$ cat src/rtl/pwr_mode_pkg.sv
package pwr_mode_pkg;
  typedef enum logic [1:0] {
    PM_RUN   = 2'd0,
    PM_IDLE  = 2'd1,
    PM_SLEEP = 2'd2,
    PM_WAKE  = 2'd3
  } pm_state_e;
endpackage

$ cat src/rtl/pms_sync.sv
module pms_sync #(
  parameter int unsigned W = 1,
  parameter logic [W-1:0] RST_VAL = '0
) (
  input  logic         clk_i,
  input  logic         rst_ni,
  input  logic [W-1:0] d_i,
  output logic [W-1:0] q_o
);
  logic [W-1:0] s1_q, s2_q;

  always_ff @(posedge clk_i or negedge rst_ni) begin
    if (!rst_ni) begin
      s1_q <= RST_VAL;
      s2_q <= RST_VAL;
    end else begin
      s1_q <= d_i;
      s2_q <= s1_q;
    end
  end

  assign q_o = s2_q;
endmodule

$ cat src/rtl/pms_wake.sv
module pms_wake #(
  parameter int unsigned N_EINT = 16,
  parameter int unsigned N_SRC  = 4,
  localparam int unsigned N_EXT = N_EINT - N_SRC
) (
  input  logic              clk_i,
  input  logic              rst_ni,
  input  logic              in_sleep_i,
  input  logic              block_i,
  input  logic [N_EINT-1:0] eint_s_i,
  input  logic [N_EINT-1:0] cfg_i,
  input  logic [N_EINT-1:0] mask_i,
  input  logic              rtc_s_i,
  output logic              wake_o,
  output logic [N_SRC-1:0]  src_pend_o,
  output logic [N_EXT-1:0]  ext_pend_o
);
  logic [N_EINT-1:0] hit;
  logic [N_SRC-1:0]  src_d, src_q;
  logic [N_EXT-1:0]  ext_d, ext_q;

  assign hit    = eint_s_i & cfg_i;
  assign wake_o = in_sleep_i && !block_i && ((|hit) || rtc_s_i);

  for (genvar i = 0; i < N_EINT; i++) begin : g_route
    if (i < N_SRC) begin : g_src
      assign src_d[i] = src_q[i] | (wake_o & hit[i] & ~mask_i[i]);
    end else begin : g_ext
      assign ext_d[i-N_SRC] = ext_q[i-N_SRC] | (wake_o & hit[i] & ~mask_i[i]);
    end
  end

  always_ff @(posedge clk_i or negedge rst_ni) begin
    if (!rst_ni) begin
      src_q <= '0;
      ext_q <= '0;
    end else begin
      src_q <= src_d;
      ext_q <= ext_d;
    end
  end

  assign src_pend_o = src_q;
  assign ext_pend_o = ext_q;


  pend_sticky_chk: assert property (@(posedge clk_i) disable iff (!rst_ni)
    (($past(src_q) & ~src_q) == '0) && (($past(ext_q) & ~ext_q) == '0));


  pend_only_on_wake_chk: assert property (@(posedge clk_i) disable iff (!rst_ni)
    ({src_q, ext_q} != $past({src_q, ext_q})) |-> $past(wake_o));
endmodule

$ cat src/rtl/pms_rst_timer.sv
module pms_rst_timer #(
  parameter int unsigned CYCLES = 65535,
  localparam int unsigned CNT_W = (CYCLES > 1) ? $clog2(CYCLES) : 1
) (
  input  logic clk_i,
  input  logic rst_ni,
  input  logic run_i,
  output logic last_o
);
  logic [CNT_W-1:0] cnt_d, cnt_q;

  always_comb begin
    cnt_d = '0;
    if (run_i) cnt_d = cnt_q + 1'b1;
  end

  always_ff @(posedge clk_i or negedge rst_ni) begin
    if (!rst_ni) cnt_q <= '0;
    else         cnt_q <= cnt_d;
  end

  assign last_o = run_i && (cnt_q == CNT_W'(CYCLES - 1));
endmodule

$ cat src/rtl/pwr_mode_seq.sv
module pwr_mode_seq
  import pwr_mode_pkg::*;
#(
  parameter int unsigned N_EINT     = 16,
  parameter int unsigned N_SRC      = 4,
  parameter int unsigned RST_CYCLES = 65535,
  localparam int unsigned N_EXT = N_EINT - N_SRC,
  localparam int unsigned SYN_W = N_EINT + 2,
  localparam int unsigned LEN_W = $clog2(RST_CYCLES + 1) + 1
) (
  input  logic              clk_i,
  input  logic              rst_ni,
  input  logic              ctl_wr_i,
  input  logic              ctl_idle_i,
  input  logic              ctl_sleep_i,
  input  logic              irq_i,
  input  logic [N_EINT-1:0] eint_i,
  input  logic [N_EINT-1:0] eint_cfg_i,
  input  logic [N_EINT-1:0] eint_mask_i,
  input  logic              rtc_alarm_i,
  input  logic              batt_flt_ni,
  input  logic [2:0]        batt_func_i,
  output logic              cpu_clk_en_o,
  output logic              pwren_o,
  output logic              int_rst_no,
  output logic              wake_flag_o,
  output logic              batt_irq_o,
  output logic              idle_bit_o,
  output logic [N_SRC-1:0]  src_pend_o,
  output logic [N_EXT-1:0]  ext_pend_o
);
  pm_state_e state_d, state_q;
  logic idle_bit_d, idle_bit_q;
  logic wflag_d, wflag_q;
  logic [SYN_W-1:0] syn_q;
  logic [N_EINT-1:0] eint_s;
  logic rtc_s, flt_s, veto, wake, tmr_last;
  logic unused_func_lsb;

  assign unused_func_lsb = batt_func_i[0];

  pms_sync #(.W(SYN_W), .RST_VAL({1'b1, {(SYN_W-1){1'b0}}})) u_sync (
    .clk_i (clk_i),
    .rst_ni(rst_ni),
    .d_i   ({batt_flt_ni, rtc_alarm_i, eint_i}),
    .q_o   (syn_q)
  );

  assign eint_s = syn_q[N_EINT-1:0];
  assign rtc_s  = syn_q[N_EINT];
  assign flt_s  = syn_q[N_EINT+1];
  assign veto   = (batt_func_i[2:1] == 2'b11) && !flt_s;

  pms_wake #(.N_EINT(N_EINT), .N_SRC(N_SRC)) u_wake (
    .clk_i     (clk_i),
    .rst_ni    (rst_ni),
    .in_sleep_i(state_q == PM_SLEEP),
    .block_i   (veto),
    .eint_s_i  (eint_s),
    .cfg_i     (eint_cfg_i),
    .mask_i    (eint_mask_i),
    .rtc_s_i   (rtc_s),
    .wake_o    (wake),
    .src_pend_o(src_pend_o),
    .ext_pend_o(ext_pend_o)
  );

  pms_rst_timer #(.CYCLES(RST_CYCLES)) u_timer (
    .clk_i (clk_i),
    .rst_ni(rst_ni),
    .run_i (state_q == PM_WAKE),
    .last_o(tmr_last)
  );

  always_comb begin
    state_d    = state_q;
    idle_bit_d = idle_bit_q;
    wflag_d    = wflag_q;
    if (ctl_wr_i) idle_bit_d = ctl_idle_i;
    unique case (state_q)
      PM_RUN: begin
        if (ctl_wr_i && ctl_sleep_i)     state_d = PM_SLEEP;
        else if (ctl_wr_i && ctl_idle_i) state_d = PM_IDLE;
      end
      PM_IDLE:  if (irq_i) state_d = PM_RUN;
      PM_SLEEP: begin
        if (wake) begin
          state_d = PM_WAKE;
          wflag_d = 1'b1;
        end
      end
      PM_WAKE:  if (tmr_last) state_d = PM_RUN;
      default:  state_d = PM_RUN;
    endcase
  end

  always_ff @(posedge clk_i or negedge rst_ni) begin
    if (!rst_ni) begin
      state_q    <= PM_RUN;
      idle_bit_q <= 1'b0;
      wflag_q    <= 1'b0;
    end else begin
      state_q    <= state_d;
      idle_bit_q <= idle_bit_d;
      wflag_q    <= wflag_d;
    end
  end

  assign cpu_clk_en_o = (state_q == PM_RUN);
  assign pwren_o      = (state_q != PM_SLEEP);
  assign int_rst_no   = (state_q != PM_WAKE);
  assign wake_flag_o  = wflag_q;
  assign idle_bit_o   = idle_bit_q;
  assign batt_irq_o   = (batt_func_i[2:1] == 2'b10) && !flt_s && (state_q != PM_SLEEP);

  logic [LEN_W-1:0] chk_len;
  always_ff @(posedge clk_i or negedge rst_ni) begin
    if (!rst_ni)         chk_len <= '0;
    else if (!int_rst_no) chk_len <= chk_len + 1'b1;
    else                 chk_len <= '0;
  end


  idle_entry_chk: assert property (@(posedge clk_i) disable iff (!rst_ni)
    (state_q == PM_RUN && ctl_wr_i && ctl_idle_i && !ctl_sleep_i)
      |=> (!cpu_clk_en_o && pwren_o && idle_bit_o));


  idle_exit_chk: assert property (@(posedge clk_i) disable iff (!rst_ni)
    (state_q == PM_IDLE && irq_i) |=> cpu_clk_en_o);


  sleep_entry_chk: assert property (@(posedge clk_i) disable iff (!rst_ni)
    (state_q == PM_RUN && ctl_wr_i && ctl_sleep_i) |=> (!pwren_o && !cpu_clk_en_o));


  pwren_before_release_chk: assert property (@(posedge clk_i) disable iff (!rst_ni)
    $rose(pwren_o) |-> !int_rst_no);


  rst_len_chk: assert property (@(posedge clk_i) disable iff (!rst_ni)
    $rose(int_rst_no) |-> (chk_len == LEN_W'(RST_CYCLES)));


  wake_flag_sticky_chk: assert property (@(posedge clk_i) disable iff (!rst_ni)
    wake_flag_o |=> wake_flag_o);


  batt_veto_chk: assert property (@(posedge clk_i) disable iff (!rst_ni)
    (!pwren_o && batt_func_i[2:1] == 2'b11 && !flt_s) |=> !pwren_o);
endmodule

$ cat config.mk
export PLATFORM = sky130hd
export DESIGN_NAME = pwr_mode_seq
export DESIGN_NICKNAME = d
export VERILOG_FILES = /design/src/rtl/pwr_mode_pkg.sv /design/src/rtl/pms_sync.sv /design/src/rtl/pms_wake.sv /design/src/rtl/pms_rst_timer.sv /design/src/rtl/pwr_mode_seq.sv
export SDC_FILE = /design/constraint.sdc
export NUM_CORES = 1
export LEC_CHECK = 0
export ABC_AREA = 1
export BUFFER_PORTS_ARGS = -buffer_cell sky130_fd_sc_hd__buf_4
export CORE_MARGIN = 2
export CORE_UTILIZATION = 55
export DETAILED_ROUTE_END_ITERATION = 8
export HOLD_SLACK_MARGIN = 0.12
export PLACE_DENSITY = 0.95
export SLEW_MARGIN = 20
export SYNTH_ARGS = -nofsm -noshare
export SYNTH_HDL_FRONTEND = slang
export SYNTH_HIERARCHICAL = 1
export SYNTH_SLANG_ARGS = --single-unit
$ cat constraint.sdc
create_clock -name clk_i -period 2.8 [get_ports clk_i]
set_input_delay 0.28 -clock clk_i [delete_from_list [all_inputs] [get_ports clk_i]]
set_output_delay 0.28 -clock clk_i [all_outputs]
set_load 0.01 [all_outputs]
======== Yosys cells after proc, flatten, opt, wreduce, memory -nomap -nowiden ========
Index checks and enable logic that the tools add are counted.
cells by class
  add/subtract/negate cells ............... 1
  multiply operators ...................... 0
  divide/modulo/power cells ............... 0
  order comparisons ....................... 0
  equality and inequality tests ........... 12
  shift-type cells ........................ 0
  muxes and demuxes ....................... 7
  bitwise operators ....................... 65
  reduce and logical (&&, ||, !) cells .... 15
operators by type and width
  kind                                                                     count
  1-bit AND                                                                32
  16-bit by 1-bit adder with 16-bit output, second input constant          1
  16-bit AND                                                               1
  16-bit == test, second input constant                                    1
  16-bit two-way mux                                                       1
  1-bit inverter                                                           16
  1-bit bitwise OR                                                         16
  16-bit OR reduction                                                      1
  2-bit two-way mux                                                        5
  2-bit inequality test, second input constant                             5
  2-bit == test, second input constant                                     4
  1-bit logical AND                                                        8
  2-bit one-hot mux with 4 select lines                                    1
  4-bit AND reduction                                                      1
  3-bit by 1-bit inequality test with 1-bit output, second input constant  1
  2-bit by 1-bit == test with 1-bit output, second input constant          1
  1-bit logical NOT                                                        2
  2-bit logical NOT                                                        1
  2-bit AND reduction                                                      1
  1-bit logical OR                                                         1
word-level totals
  bits in registers ....................... 72
  bits in latches ......................... 0
  RAM bits ................................ 0
  ROM bits ................................ 0
  input port bits ......................... 59
  word-level logic and storage cells ...... 108
  memories ................................ 0

======== Longest topological paths before layout ========
Gate-level depths: netlist (run 1).
  word-level depth ........................ 8
  gate-level depth with buffers ........... 9
  gate-level depth less buffers ........... 9

======== Hierarchy ========
The synthesis (run 1) kept the hierarchy.
by module, submodules not included
  module         times used  cells each  area each (um^2)
  pms_rst_timer  1           122         904.6
  pms_sync       1           36          903.4
  pms_wake       1           115         824.5
  pwr_mode_seq   1           36          247.7

======== Worst setup path before layout (run 1) ========
Ideal clock, no wire load.
  path type ............................... reg2reg
  start ................................... reg state_q[0]
  end ..................................... reg state_q[1]
  arrival ................................. 1.475 ns
  setup slack ............................. 1.201 ns
  cell stages (with the launch flop) ...... 9
  path buffers ............................ 1
  cell sequence ........................... dfrtp_1 -> nand2_1 -> inv_1 -> clkbuf_1 -> nand4_1 -> nor3_1 -> nand3b_1 -> nand2_1 -> o21bai_1
on the way
  elaborated cells between the ends (all ways) .. 13
  those cells by class .................... 7 x eq/ne; 1 x mux; 5 x reduce/logical
RTL lines
  what                             line                 source
  from (decl)                      pwr_mode_seq.sv:32   pm_state_e state_d, state_q;
  from (signal assigned)           pwr_mode_seq.sv:103  state_q <= state_d;
  2-bit == test                    pwr_mode_seq.sv:71   .run_i (state_q == PM_WAKE),
  1-bit logical AND                pms_rst_timer.sv:22  assign last_o = run_i && (cnt_q == CNT_W'(CYCLES - 1));
  net tmr_last                     pwr_mode_seq.sv:37   logic rtc_s, flt_s, veto, wake, tmr_last;
  2-bit inequality test (no line)  n/a
  4-bit AND reduction (no line)    n/a
The timed path passes the listed nets, and every way through them passes these cells.
A chain may end at the register's enable or synchronous reset.

======== Worst setup path after layout (run 1) ========
  start ................................... reg state_q[1]
  end ..................................... reg state_q[1]
on the way
  longest elaborated chain between the ends .. 5
  elaborated cells between the ends (all ways) .. 13
  those cells by class .................... 7 x eq/ne; 1 x mux; 5 x reduce/logical
RTL lines
  what                             line                source
  2-bit == test                    pwr_mode_seq.sv:57  .in_sleep_i(state_q == PM_SLEEP),
  1-bit logical AND (2 in series)  pms_wake.sv:23      assign wake_o = in_sleep_i && !block_i && ((|hit) || rtc_s_i);
  net wake                         pwr_mode_seq.sv:37
  2-bit inequality test (no line)  n/a
  4-bit AND reduction (no line)    n/a
The timed path passes the listed nets, and every way through them passes these cells.

==> results of run 1 <==
==> registers in the layout (all words and copies together) (netlist names) <==
signal,cells
u_wake/src_pend_o,4
u_sync/q_o,18
u_timer/cnt_q,16
state_q,2
u_sync/s1_q,18
u_wake/ext_pend_o,12
wake_flag_o,1
idle_bit_o,1
==> area by class of cell <==
class	instances	area share
clock buffer	9	0.0316
clock inverter	7	0.0140
inverter	40	0.0383
multi-input combinational	194	0.230
sequential	72	0.460
tap	70	0.0223
timing repair buffer	100	0.204
==> synth_stat cells, types with 2 or more instances <==
cell type	n
nand2_1	81
inv_2	3
nor2_1	47
o21ai_0	4
inv_1	37
dfrtp_1	70
nand2_2	4
nand3b_1	2
nor3_1	4
nand4_1	5
nor2_2	7
a21oi_1	6
o21bai_1	4
ha_1	2
nand3_1	20
dfstp_2	2
==> layer usage <==
metal / part of all wire / vias to the layer above / GRT usage
met3: 0.055 / 21 / 0.0723
met1: 0.40 / 1134 / 0.324
met5: 0 / - / 0
met4: 0.029 / 0 / 0.127
li1: - / 1178 / -
met2: 0.52 / 86 / 0.424
==> cells by family (layout without fill, tap and decap cells) <==
| group | count (synthesis) | count (layout) | synth area share |
|---|---|---|---|
| xor gates and xnor gates | 1 | 1 | 0.00304 |
| DFF | 72 | 72 | 0.626 |
| AOI/OAI and AO/OA | 17 | 17 | 0.0369 |
| adders and majority gates | 2 | 2 | 0.00869 |
| buffers and inverters | 43 | 156 | 0.0599 |
| and+or+nand+nor | 174 | 174 | 0.265 |
==> per-stage QoR <==
| stage | setup slack (ps) | instance area (um^2) |
|---|---|---|
| floorplan | 1200 | 2880 |
| global placement | 1110 | 3550 |
| detailed placement | 1040 | 3550 |
| CTS | 1040 | 3930 |
| global route | 856 | 3930 |
| finish | 1020 | 3930 |
==> tightest hold or removal path, stage by stage <==
cell     delay, ps
buf_4           80
nand2_1         60
o21ai_0         60
==> worst max-delay path by stage <==
stage / from / endpoint / slack [ps] / cells past startpoint
after floorplan: state_q[0]$_DFFE_PN0P_ / state_q[1]$_DFFE_PN0P_ / 1200 / 8
after global placement: state_q[1]$_DFFE_PN0P_ / state_q[1]$_DFFE_PN0P_ / 1110 / 9
after detailed placement: state_q[0]$_DFFE_PN0P_ / state_q[1]$_DFFE_PN0P_ / 1040 / 8
after CTS: state_q[1]$_DFFE_PN0P_ / state_q[1]$_DFFE_PN0P_ / 1040 / 9
after global routing: state_q[1]$_DFFE_PN0P_ / state_q[1]$_DFFE_PN0P_ / 860 / 9
final: state_q[1]$_DFFE_PN0P_ / state_q[1]$_DFFE_PN0P_ / 1020 / 9
==> power by group <==
group | internal (uW) | switching [uW]
sequential | 1070 | 10.7
combinational | 78.7 | 55.1
clock | 328 | 409
total | 1470 | 475
==> metrics.md, run 1 <==
| Metric | Value |
|---|---|
| Hold Fails Final Rpt | `0` |
| Die Span Y | `76.4 um` |
| Vias | `2419` |
| WHS | `158 ps` |
| Number of flops mapped to enable cells by yosys | `0` |
| Routed Antenna Nets | `0` |
| # H-tree levels | `3` |
| Final GP Congestion | `0.896` |
| Sequential Area | `1800 um^2` |
| Die X | `76.4 um` |
| Io pins | `81` |
| Initial antenna violation count | `0` |
| Buffers added on ports | `79` |
| DRC Markers | `0` |
| CP bufs+invs | `3` |
| Clock Latency Late Sink | `350 ps` |
| TNS Setup | `0 ps` |
| Final net count | `478` |
| Inst Count DP | `456` |
| Reg2Reg Setup Slack | `1020 ps` |
| Pwr Total | `1950 uW` |
| Number of DRC markers in iteration 0 | `298` |
| Row cnt | `26` |
| Pins Over Slew Limit | `0` |
| Total grt overflow | `0` |
| Main synth FF type | `dfrtp_1` |
| Slew @ Worst Pin | `848 ps` |
| VDD IR max | `0.418 mV` |
| Minimum clock period | `1780 ps` |
| # hold bufs at CTS | `20` |
| Root Driver | `clkbuf_8` |
| Post-Syn Area | `2880 um^2` |
| Layout Cells excl Fill | `492` |
| Sequential-to-total area share from yosys stat | `0.626` |
| RSZ-0062 raised after global routing | `no` |
| Skew final | `7.76 ps` |
| Largest net degree at the start of global routing | `73` |
| WS Path Type | `flop to flop` |
| Syn_area_per_cell | `9.32 um^2` |
| Status | `complete, no violations` |
| Max-cap violations | `0` |
| Asr flop ratio synth | `1.00` |
| Commonest non-fill, non-tap cell in the layout | `nand2_1` |
| Core Area | `5070 um^2` |
| Slowest CP cell | `dfrtp_1` |
| CP required | `3040 ps` |
| P per Cell Area | `497 nW/um^2` |
| Fin crit share | `0.635` |
| # resized after CTS | `0` |
| Worst R2R Start | `state_q[1]$_DFFE_PN0P_` |
| DR pass1 iterations | `4` |
| Yosys reg bits | `72` |
| WHS Path Cells | `3` |
| Critical path's top delay family | `simple AND/OR/NAND/NOR gates` |
| Initial Util | `0.568` |
| WL/cell | `13.4 um` |
| Fill count | `340` |
| Number of synthesis warnings | `6` |
| CTS tree | `done` |
| Post-Synthesis Cells | `309` |
| Worst reg-to-reg path cell count | `9` |
| Most frequent cells in the layout | `nand2_1, buf_4, dfrtp_1` |
| Final core area utilization | `0.773` |
| Leading area contributor after synthesis | `dfrtp_1` |
| Placed wire-length estimate | `4690 um` |
| Hold Crit Start | `ctl_idle_i` |
| CTS buffer count | `9` |
| Layout cells sized above 1 | `0.275` |
| Fmax | `0.562 GHz` |
| Reg clk slew, reported paths | `80 ps` |
| Setup violations, final | `0` |
| Crit path launch type | `flop` |
| Ant diodes | `0` |
| Crit-path max FO | `17` |
| Worst reg2reg endpoint | `state_q[1]$_DFFE_PN0P_` |
| Global-route wire length before repair | `11600 um` |
| Worst hold path class | `input pin to flop` |
| Syn Nets | `370` |
| Multi-input logic area | `903 um^2` |
| Synthesis-to-finish area growth | `36.3%` |
| Library cells used by synthesis | `27` |
| Hold Path End | `idle_bit_o$_DFFE_PN0P_` |
| Clk sinks | `72` |
| Number of vias per cell | `4.92` |
| CP cell instances | `inv_2 > nor2_4 > inv_1 > nor2_2 > buf_4 > a21boi_0 > nand3b_1 > nand2_1 > o21bai_1` |
| Max transition margin | `0.435` |
| Die footprint | `5830 um^2` |
| Endpoint type of the worst setup path | `flop` |
| Clock buffer depth | `2` |
| Setup bufs post-CTS | `0` |
| GRT Total Usage | `0.261` |
| Vias in the first global route | `2511` |
| WP data arrival | `2020 ps` |
| CP peak stage delay | `430 ps` |
| Post-synth top area share | `0.608` |
| Largest cells by area after synthesis | `dfrtp_1, nand2_1, nor2_1` |
| Pleak | `0.00202 uW` |
| Final Routed Wirelength | `6610 um` |
(Power assumes the default switching activity.)
==> run 2, diff against run 1 <==
--- a/config.mk
+++ b/config.mk
@@ -5,13 +5,13 @@
 export SDC_FILE = /design/constraint.sdc
 export NUM_CORES = 1
 export LEC_CHECK = 0
-export ABC_AREA = 1
+export ABC_AREA = 0
 export BUFFER_PORTS_ARGS = -buffer_cell sky130_fd_sc_hd__buf_4
 export CORE_MARGIN = 2
-export CORE_UTILIZATION = 55
+export CORE_UTILIZATION = 46
 export DETAILED_ROUTE_END_ITERATION = 8
 export HOLD_SLACK_MARGIN = 0.12
-export PLACE_DENSITY = 0.95
+export PLACE_DENSITY = 0.87
 export SLEW_MARGIN = 20
 export SYNTH_ARGS = -nofsm -noshare
 export SYNTH_HDL_FRONTEND = slang
==> constraint.sdc (replaced) <==
create_clock -name clk_i -period 1.6 [get_ports clk_i]
set_input_delay 0.16 -clock clk_i [delete_from_list [all_inputs] [get_ports clk_i]]
set_output_delay 0.16 -clock clk_i [all_outputs]
set_load 0.01 [all_outputs]
==> run 2 against run 1 <==
The flow now finishes with violations (setup timing). Maximum frequency rose by 6.7%. Die area increased by 12%. Critical path type unchanged. Wire length increased by 45%. Global-route usage grew 0.96 points. Via count increased by 1.8%. Sequential share of layout area shrank 3.9 points. First-iteration DRC count is 11% lower.
==> metrics.md, run 2 <==
| Metric | Value |
|---|---|
| Routed Antenna Nets | `0 (unchanged)` |
| Number of synthesis warnings | `6 (unchanged)` |
| Yosys reg bits | `72 (unchanged)` |
| Crit-path max FO | `7 (was 17)` |
| GRT Total Usage | `0.271 (was 0.261)` |
| Sw frac | `0.315 (was 0.244)` |
| Leading area contributor after synthesis | `dfrtp_1 (unchanged)` |
| Asr flop ratio synth | `1.00 (unchanged)` |
| Final Routed Wirelength | `9610 um (was 6610 um)` |
| Initial Util | `0.484 (was 0.568)` |
| Most frequent cells in the layout | `buf_4, dfrtp_1, dlygate4sd3_1 (was nand2_1, buf_4, dfrtp_1)` |
| Failing checks | `setup timing` |
| Minimum clock period | `1670 ps (was 1780 ps)` |
| Number of vias per cell | `5.67 (was 4.92)` |
| CP peak stage delay | `560 ps (was 430 ps)` |
| WHS | `147 ps (was 158 ps)` |
| Max transition margin | `0.661 (was 0.435)` |
| Setup violations, final | `5 (was 0)` |
| CTS tree | `done (unchanged)` |
| Largest cells by area after synthesis | `dfrtp_1, nand3_2, o21bai_2 (was dfrtp_1, nand2_1, nor2_1)` |
| Max-cap violations | `0 (unchanged)` |
| Most frequent cell after synthesis | `dfrtp_1 (was nand2_1)` |
| Clock Latency Late Sink | `350 ps (about the same)` |
| Fmax | `0.600 GHz (was 0.562 GHz)` |
| Vias in the first global route | `2506 (was 2511)` |
| # H-tree levels | `3 (unchanged)` |
| VDD IR max | `0.855 mV (was 0.418 mV)` |
| WL/cell | `22.1 um (was 13.4 um)` |
| Slew @ Worst Pin | `503 ps (was 848 ps)` |
| Main synth FF type | `dfrtp_1 (unchanged)` |
| Die footprint | `6540 um^2 (was 5830 um^2)` |
| Syn Nets | `267 (was 370)` |
| Worst hold path class | `input pin to flop (unchanged)` |
| Slowest CP cell | `dfstp_2 (was dfrtp_1)` |
| Sequential power share | `0.406 (was 0.553)` |
| P per Cell Area | `1390 nW/um^2 (was 497 nW/um^2)` |
| Buffers added on ports | `79 (unchanged)` |
| Total grt overflow | `0 (unchanged)` |
| Skew final | `17.3 ps (was 7.76 ps)` |
| Post-Syn Area | `2720 um^2 (was 2880 um^2)` |
| Pwr Total | `5950 uW (was 1950 uW)` |
| Final core area utilization | `0.765 (was 0.773)` |
| Clock buffer depth | `2 (unchanged)` |
| Largest net degree at the start of global routing | `36 (was 73)` |
| Endpoint type of the worst setup path | `flop (unchanged)` |
| Metal-1 WL | `3640 um (was 2630 um)` |
| Top cells by count, synth | `dfrtp_1, nor2_1 (was nand2_1, dfrtp_1, nor2_1)` |
| Core Area | `5610 um^2 (was 5070 um^2)` |
| Syn_area_per_cell | `13.2 um^2 (was 9.32 um^2)` |
| DRC Markers | `0 (unchanged)` |
| Hold Fails Final Rpt | `0 (unchanged)` |
| P_sw | `1880 uW (was 475 uW)` |
| Io pins | `81 (unchanged)` |
| Uppermost routed layer | `met4 (unchanged)` |
| CP cell instances | `and3b_1 > nor2b_4 > buf_4 > nand3_1 > o21bai_1 (was inv_2 > nor2_4 > inv_1 > nor2_2 > buf_4 > a21boi_0 > nand3b_1 > nand2_1 > o21bai_1)` |
| Post-synth top area share | `0.645 (was 0.608)` |
| Initial antenna violation count | `0 (unchanged)` |
| Final GP Congestion | `0.833 (was 0.896)` |
| Library cells used by synthesis | `38 (was 27)` |
| Pre-CTS setup slack | `30.5 ps (was 1040 ps)` |
| Pleak | `0.00192 uW (was 0.00202 uW)` |
| Vias | `2462 (was 2419)` |
| Ant diodes | `0 (unchanged)` |
| Final net count | `418 (was 478)` |
| WS Path Type | `flop to flop (unchanged)` |
| Number of flops mapped to enable cells by yosys | `0 (unchanged)` |
| Reg clk slew, reported paths | `90 ps (was 80 ps)` |
| Layout cells sized above 1 | `0.392 (was 0.275)` |
| Number of DRC markers in iteration 0 | `266 (was 298)` |
| RSZ-0062 raised after global routing | `yes (was no)` |
| Commonest non-fill, non-tap cell in the layout | `buf_4 (was nand2_1)` |
| WP data arrival | `1900 ps (was 2020 ps)` |
| Row cnt | `27 (was 26)` |
| Routed wl met3 | `876 um (was 363 um)` |
| Met2 wire length | `4750 um (was 3430 um)` |
| Status | `finished, violations left (was complete, no violations)` |
| Internal Power | `4070 uW (was 1470 uW)` |
| Die X | `80.8 um (was 76.4 um)` |
| DR pass1 iterations | `4 (unchanged)` |
| Clock share of power | `0.300 (was 0.378)` |
| Sequential-to-total area share from yosys stat | `0.664 (was 0.626)` |
| Pins Over Slew Limit | `0 (unchanged)` |
| Placed wire-length estimate | `4650 um (was 4690 um)` |
| CTS buffer count | `9 (unchanged)` |
| Post-Synthesis Cells | `206 (was 309)` |
| Die Span Y | `80.8 um (was 76.4 um)` |
| Clk sinks | `72 (unchanged)` |
| TNS Setup | `-154 ps (was 0 ps)` |
| Crit path launch type | `flop (unchanged)` |
| Final worst slack | `-66.0 ps (was 1020 ps)` |
| Synthesis-to-finish area growth | `58.0% (was 36.3%)` |
| Gate power share | `0.294 (was 0.069)` |
| CP required | `1840 ps (was 3040 ps)` |
| Root Driver | `clkbuf_8 (unchanged)` |
| Global-route wire length before repair | `13100 um (was 11600 um)` |
| Fin crit share | `1.04 (was 0.635)` |
-- run 2: changes by cell type after synthesis, sizes merged, moves of 4 or more --
| cell | before | now |
|---|---|---|
| or3 | 0 | 4 |
| nand2 | 85 | 10 |
| o21bai | 5 | 12 |
| nor2 | 56 | 12 |
| a21oi | 6 | 10 |
| nor3 | 4 | 0 |
| or4 | 0 | 4 |
| nand3 | 21 | 17 |
| o31ai | 0 | 4 |
| inv | 40 | 10 |
| a22oi | 0 | 6 |
-- run 2: final cells by class --
type / count / area [um^2]
sequential: 72 / 1810
inverter: 10 / 37.5
fill: 304 / 1320
multi-input combinational: 121 / 917
clock inverter: 6 / 116
timing repair buffer: 143 / 1200
tap: 72 / 90.1
clock buffer: 10 / 128
-- run 2: logic make-up after synthesis --
kind of cell / Yosys count / share of synthesized area
flip-flops: 72 / 0.664
adder cells (fa/ha/maj): 2 / 0.00921
AO/OA/AOI/OAI: 46 / 0.125
multiplexers: 4 / 0.0152
XOR/XNOR: 3 / 0.00967
buffers and inverters: 13 / 0.0267
AND/OR/NAND/NOR: 66 / 0.150
-- run 2: stage by stage --
step | std cells | instance area, um^2
final | 434 | 4290
after global routing | 434 | 4290
after CTS | 426 | 4150
after detailed placement | 364 | 3440
after global placement | 364 | 3440
after floorplan | 206 | 2720
-- run 2: path summary, 6_finish.rpt --
check | startpoint | end | slack [ps] | cells after the start
max reg2reg | u_sync/q_o[17]$_DFF_PN1_ | u_wake/ext_pend_o[6]$_DFF_PN0_ | -70 | 5
min | eint_mask_i[5] | u_wake/ext_pend_o[1]$_DFF_PN0_ | 150 | 3
min reg2reg | u_sync/s1_q[4]$_DFF_PN0_ | u_sync/q_o[4]$_DFF_PN0_ | 350 | 0
max in group asynchronous | rst_ni | state_q[0]$_DFFE_PN0P_ | 660 | 3
max | u_sync/q_o[17]$_DFF_PN1_ | u_wake/ext_pend_o[6]$_DFF_PN0_ | -70 | 5
min in group asynchronous | rst_ni | u_sync/s1_q[4]$_DFF_PN0_ | 340 | 2
-- run 2: repair_timing --
action | in CTS | in global routing
hold buffers | 46 | 2
pin swaps | 0 | 5
hold endpoints to repair | 65 | 2
gates resized for setup | 3 | 13
buffers inserted | 0 | 6
endpoints found under the setup margin | 2 | 7
-- run 2: metal layers --
layer  vias to the layer above  global-route usage
met3                        36              0.0811
met5                         -                   0
li1                       1046                   -
met1                      1212               0.331
met2                       168               0.443
met4                         0               0.122
-- run 2: power groups by stage --
stage | clock [uW] | sequential (uW) | combinational, uW
floorplan | 0 | 2460 | 611
global route | 1890 | 2440 | 1850
detailed placement | 0 | 2380 | 1450
finish | 1790 | 2420 | 1750
global placement | 0 | 2350 | 1390
CTS | 1750 | 2340 | 1550
-- run 2: worst max-delay path, delay by kind of cell (launching register included) --
kind | cells | cell delay [ps]
buffers and inverters | 1 | 190
AO/OA/AOI/OAI | 1 | 270
AND/OR/NAND/NOR | 3 | 530
flip-flops | 1 | 560
